--- src/rtl/fcmp_pkg.sv ---
package fcmp_pkg;

    // Channel indices shared by the top level and its checker
    localparam int CH_REF = 0;
    localparam int CH_UNK = 1;
    localparam int N_CH   = 2;

    // Registered decision state of the top level
    typedef struct packed {
        logic flag;    // 1: reference faster
        logic vld;     // write strobe
        logic locked;  // sticky first-write marker
    } dec_state_t;

    localparam dec_state_t DEC_RESET = '{flag: 1'b0, vld: 1'b0, locked: 1'b0};

endpackage

--- src/rtl/fcmp_edge_det.sv ---
module fcmp_edge_det #(
    parameter int STAGES = 2
) (
    input  logic clk,
    input  logic rst_n,
    input  logic wave_i,
    output logic rise_o
);

    logic [STAGES-1:0] sync_d, sync_q;
    logic              last_d, last_q;
    logic              rise_d, rise_q;

    always_comb begin
        sync_d = {sync_q[STAGES-2:0], wave_i};
        last_d = sync_q[STAGES-1];
        rise_d = sync_q[STAGES-1] & ~last_q;
    end

    always_ff @(posedge clk) begin
        if (!rst_n) begin
            sync_q <= '0;
            last_q <= 1'b0;
            rise_q <= 1'b0;
        end else begin
            sync_q <= sync_d;
            last_q <= last_d;
            rise_q <= rise_d;
        end
    end

    assign rise_o = rise_q;

endmodule

--- src/rtl/fcmp_edge_cnt.sv ---
module fcmp_edge_cnt #(
    parameter int HITS = 2
) (
    input  logic clk,
    input  logic rst_n,
    input  logic own_rise_i,
    input  logic other_rise_i,
    output logic hit_o
);

    localparam int CW = $clog2(HITS + 1);
    localparam logic [CW-1:0] LAST_BEFORE_HIT = CW'(HITS - 1);
    localparam logic [CW-1:0] SAT_VAL         = CW'(HITS);

    logic [CW-1:0] cnt_d, cnt_q;
    logic          hit_d;

    always_comb begin
        // The edge that reaches the threshold fires, even if it coincides with a period boundary
        hit_d = own_rise_i && (cnt_q == LAST_BEFORE_HIT);
        cnt_d = cnt_q;
        if (other_rise_i) begin
            // New period of the other wave; a coincident own edge opens it
            cnt_d = own_rise_i ? CW'(1) : '0;
        end else if (own_rise_i && (cnt_q < SAT_VAL)) begin
            cnt_d = cnt_q + CW'(1);
        end
    end

    always_ff @(posedge clk) begin
        if (!rst_n) begin
            cnt_q <= '0;
        end else begin
            cnt_q <= cnt_d;
        end
    end

    assign hit_o = hit_d;

endmodule

--- src/rtl/freq_race_cmp.sv ---
module freq_race_cmp #(
    parameter int SYNC_STAGES = 2,
    parameter int HITS        = 2
) (
    input  logic clk,
    input  logic rst_n,
    input  logic ref_wave,
    input  logic unk_wave,
    output logic ref_faster,
    output logic decision_vld,
    output logic locked
);
    import fcmp_pkg::*;

    logic [N_CH-1:0] wave_vec;
    logic [N_CH-1:0] rise_vec;
    logic [N_CH-1:0] hit_vec;

    assign wave_vec[CH_REF] = ref_wave;
    assign wave_vec[CH_UNK] = unk_wave;

    for (genvar gi = 0; gi < N_CH; gi++) begin : g_ch
        fcmp_edge_det #(.STAGES(SYNC_STAGES)) u_det (
            .clk    (clk),
            .rst_n  (rst_n),
            .wave_i (wave_vec[gi]),
            .rise_o (rise_vec[gi])
        );
        fcmp_edge_cnt #(.HITS(HITS)) u_cnt (
            .clk          (clk),
            .rst_n        (rst_n),
            .own_rise_i   (rise_vec[gi]),
            .other_rise_i (rise_vec[N_CH-1-gi]),
            .hit_o        (hit_vec[gi])
        );
    end

    dec_state_t st_d, st_q;

    always_comb begin
        st_d     = st_q;
        st_d.vld = 1'b0;
        // Exactly one requester writes; a tie leaves the flag untouched
        if (hit_vec[CH_REF] ^ hit_vec[CH_UNK]) begin
            st_d.flag   = hit_vec[CH_REF];
            st_d.vld    = 1'b1;
            st_d.locked = 1'b1;
        end
    end

    always_ff @(posedge clk) begin
        if (!rst_n) begin
            st_q <= DEC_RESET;
        end else begin
            st_q <= st_d;
        end
    end

    assign ref_faster   = st_q.flag;
    assign decision_vld = st_q.vld;
    assign locked       = st_q.locked;

endmodule

--- config.mk ---
export PLATFORM = sky130hd
export DESIGN_NAME = freq_race_cmp
export DESIGN_NICKNAME = d
export VERILOG_FILES = /design/src/rtl/fcmp_pkg.sv /design/src/rtl/fcmp_edge_det.sv /design/src/rtl/fcmp_edge_cnt.sv /design/src/rtl/freq_race_cmp.sv
export SDC_FILE = /design/constraint.sdc
export NUM_CORES = 1
export LEC_CHECK = 0
export BUFFER_PORTS_ARGS = -buffer_cell sky130_fd_sc_hd__buf_2
export CORE_MARGIN = 2
export CORE_UTILIZATION = 27
export CTS_CLUSTER_SIZE = 16
export DETAILED_ROUTE_END_ITERATION = 16
export PLACE_DENSITY = 0.49
export SLEW_MARGIN = 20
export SYNTH_ARGS = -nofsm -noshare
export SYNTH_HDL_FRONTEND = slang
export SYNTH_SLANG_ARGS = --single-unit
--- constraint.sdc ---
create_clock -name clk -period 1.3 [get_ports clk]
set_input_delay 0.26 -clock clk [delete_from_list [all_inputs] [get_ports clk]]
set_output_delay 0.26 -clock clk [all_outputs]
set_load 0.03 [all_outputs]
==> results.sh <==
export IMPL_outcome="complete, no violations"
export IMPL_postSynthCellCount=51
export IMPL_maxSlewHeadroom=0.840
export IMPL_worst_pin_slew_ps=239
export IMPL_rows=16
export IMPL_antenna_found_initial=0
export IMPL_end_kind="register"
export IMPL_cpMostUsedCell="and2_1"
export IMPL_drc=0
export IMPL_required_ps=1480
export IMPL_cts_path_max_buffers=2
export IMPL_dr_pass1_iters=1
export IMPL_num_vias=341
export IMPL_holdBufCountCts=0
export IMPL_gr_total_overflow=0
export IMPL_start_util=0.280
export IMPL_finClkSkew_ps=6.99
export IMPL_start_kind="register"
export IMPL_synth_most_common_cell="dfxtp_1"
export IMPL_die_area_um2=2340
export IMPL_yosys_area_top_type="dfxtp_1"
export IMPL_synth_area_leaders="dfxtp_1, and2_1, ha_1"
export IMPL_layout_drive_gt1_share=0.250
export IMPL_setup_ws_ps=48.3
export IMPL_die_w_um=48.4
export IMPL_routedWlPerCell_um=7.82
export IMPL_period_needed_ps=1250
export IMPL_synth_nets=57
export IMPL_ys_seq_area_frac=0.565
export IMPL_irDropWorstVdd_v=0.000620
export IMPL_pre_cts_ws_ps=50.0
export IMPL_numCtsBuffers=3
export IMPL_worstPathArrival_ps=1430
export IMPL_slowest_delay_ps=350
export IMPL_powerDensity_nw_per_um2=1240
export IMPL_cts_root_buf="clkbuf_4"
export IMPL_antenna_cells=0
export IMPL_port_buffers=6
export IMPL_final_hold_viol_count=0
export IMPL_path_max_fanout=3
export IMPL_cts_setup_buffers=0
export IMPL_worstPathCellList="inv_1 > ha_1 > and2_1 > maj3_2 > and2_1"
export IMPL_drtIter0Drc=0
export IMPL_syn_area_per_cell_um2=10.4
export IMPL_async_reset_ff_frac=0
export IMPL_grt_pass1_vias=297
export IMPL_yosysWarnings=0
export IMPL_cts_resized_gates=0
export IMPL_cts_sinks=15
export IMPL_routed_wl_um=680
export IMPL_cts_tree="built"
export IMPL_drt_vias_per_instance=3.92
export IMPL_grt_usage=0.0657
export IMPL_p_int_w=0.000602
export IMPL_setup_viol=0
export IMPL_synth_edf_count=0
export IMPL_yosys_area_top_type_share=0.565
export IMPL_swShare=0.219
export IMPL_grt_first_pass_wirelength_mm=1.14
export IMPL_netlist_cell_type_count=16
export IMPL_p_total_w=0.000771
export IMPL_gp_congestion=0.622
export IMPL_fmax_mhz=799
export IMPL_power_switching_w=0.000169
export IMPL_fin_crit_sh=0.963
export IMPL_ys_ff_latch=15
export IMPL_clk_latency_ps=280
export IMPL_fp_coreArea_um2=1900
export IMPL_criticalPathCategory="reg2reg"
export IMPL_finalNetCount=67
export IMPL_grt_max_degree=14
export IMPL_syn_to_final_growth_pct=17.2
export IMPL_power_leakage_nw=0.261
export IMPL_clk_pin_slew_worst_paths_ps=90
export IMPL_seq_power_share=0.619
export IMPL_hold_path_class="in2reg"
export IMPL_fp_dieH_um=48.4
export IMPL_slew_viol_final=0
export IMPL_syn_area_um2=532
export IMPL_drv_cap=0
export IMPL_ant_nets=0
export IMPL_htree_levels=1
export IMPL_dpl_hpwl_um=456
export IMPL_synth_commonest_cells="dfxtp_1, and2_1, inv_1"
export IMPL_pwr_share_comb=0.034
export IMPL_synth_top_flop_cell="dfxtp_1"
export IMPL_cp_slowest_cell="dfxtp_2"
export IMPL_clockPowerShare=0.347
export IMPL_ioPinCount=7
## cells in the final DEF (no fill, tap or decap), drive strengths merged
master     n
nor2b      2
clkbuf     3
o21a       1
ha         2
nand2      1
a21oi      2
inv        6
o21ai      2
maj3       1
xnor2      1
nor3b      2
a211o      2
clkinvlp   1
dfxtp     15
a21boi     2
buf        6
nor2       2
and2       9
## kinds of logic (layout without fill, tap and decap cells)
family,after synthesis,in the layout,share of synthesized area
AND/OR/NAND/NOR,16,16,0.184
flip-flops,15,15,0.565
AO/OA/AOI/OAI,9,9,0.118
buffers and inverters,7,16,0.0494
adder cells (fa/ha/maj),3,3,0.0682
XOR/XNOR,1,1,0.0165
## metrics by stage
step / area [µm²] / util / std cells / hold slack, ps / setup TNS (ps)
final: 623 / 0.328 / 87 / 169 / 0
after global routing: 623 / 0.328 / 87 / 152 / -9.72
after CTS: 622 / 0.327 / 87 / 154 / 0
after detailed placement: 592 / 0.311 / 83 / 372 / 0
after global placement: 592 / 0.311 / 83 / 371 / 0
after floorplan: 532 / - / 51 / 367 / 0
## layout make-up
type | count | area (µm²)
fill | 201 | 1280
sequential | 15 | 302
multi-input combinational | 29 | 205
tap | 27 | 33.8
timing repair buffer | 6 | 30.0
clock buffer | 3 | 22.5
inverter | 6 | 22.5
clock inverter | 1 | 7.51
## path summary, 6_finish.rpt
| check | from | end | slack (ps) | cells after the start |
|---|---|---|---|---|
| setup / recovery | g_ch[0].u_cnt.cnt_q[1] | ref_faster | 50 | 5 |
| hold / removal | unk_wave | g_ch[1].u_det.sync_q[0] | 170 | 2 |
| setup reg to reg | g_ch[0].u_cnt.cnt_q[1] | ref_faster | 50 | 5 |
| hold reg to reg | g_ch[1].u_det.last_q | g_ch[1].u_det.rise_o | 390 | 1 |
## power groups by stage
stage | combinational [W] | clock, W | sequential [W]
after global routing | 0.0000312 | 0.000311 | 0.000478
after CTS | 0.0000273 | 0.000287 | 0.000477
after global placement | 0.0000271 | 0 | 0.000488
after detailed placement | 0.0000272 | 0 | 0.000488
after floorplan | 0.0000184 | 0 | 0.000487
final | 0.0000266 | 0.000267 | 0.000477
## worst max-delay path, delay by kind of cell, from the launching register on
| kind | cells | cell delay (ps) |
|---|---|---|
| and+or+nand+nor | 2 | 300 |
| DFF | 1 | 350 |
| adders and majority gates | 2 | 440 |
| buffers and inverters | 1 | 60 |
## per-layer routing
layer	vias to the layer above	global-route usage	wire [µm]
met2	9	0.104	314
met5	-	0	0
li1	181	-	-
met4	0	0.0286	0
met3	0	0.0494	41
met1	151	0.0643	324
## registers in the layout, indices dropped and copies added, names as in the netlist
signal,count
g_ch.u_det.rise_o,2
decision_vld,1
g_ch.u_cnt.cnt_q,4
ref_faster,1
g_ch.u_det.sync_q,4
g_ch.u_det.last_q,2
locked,1
(Power assumes the default switching activity.)
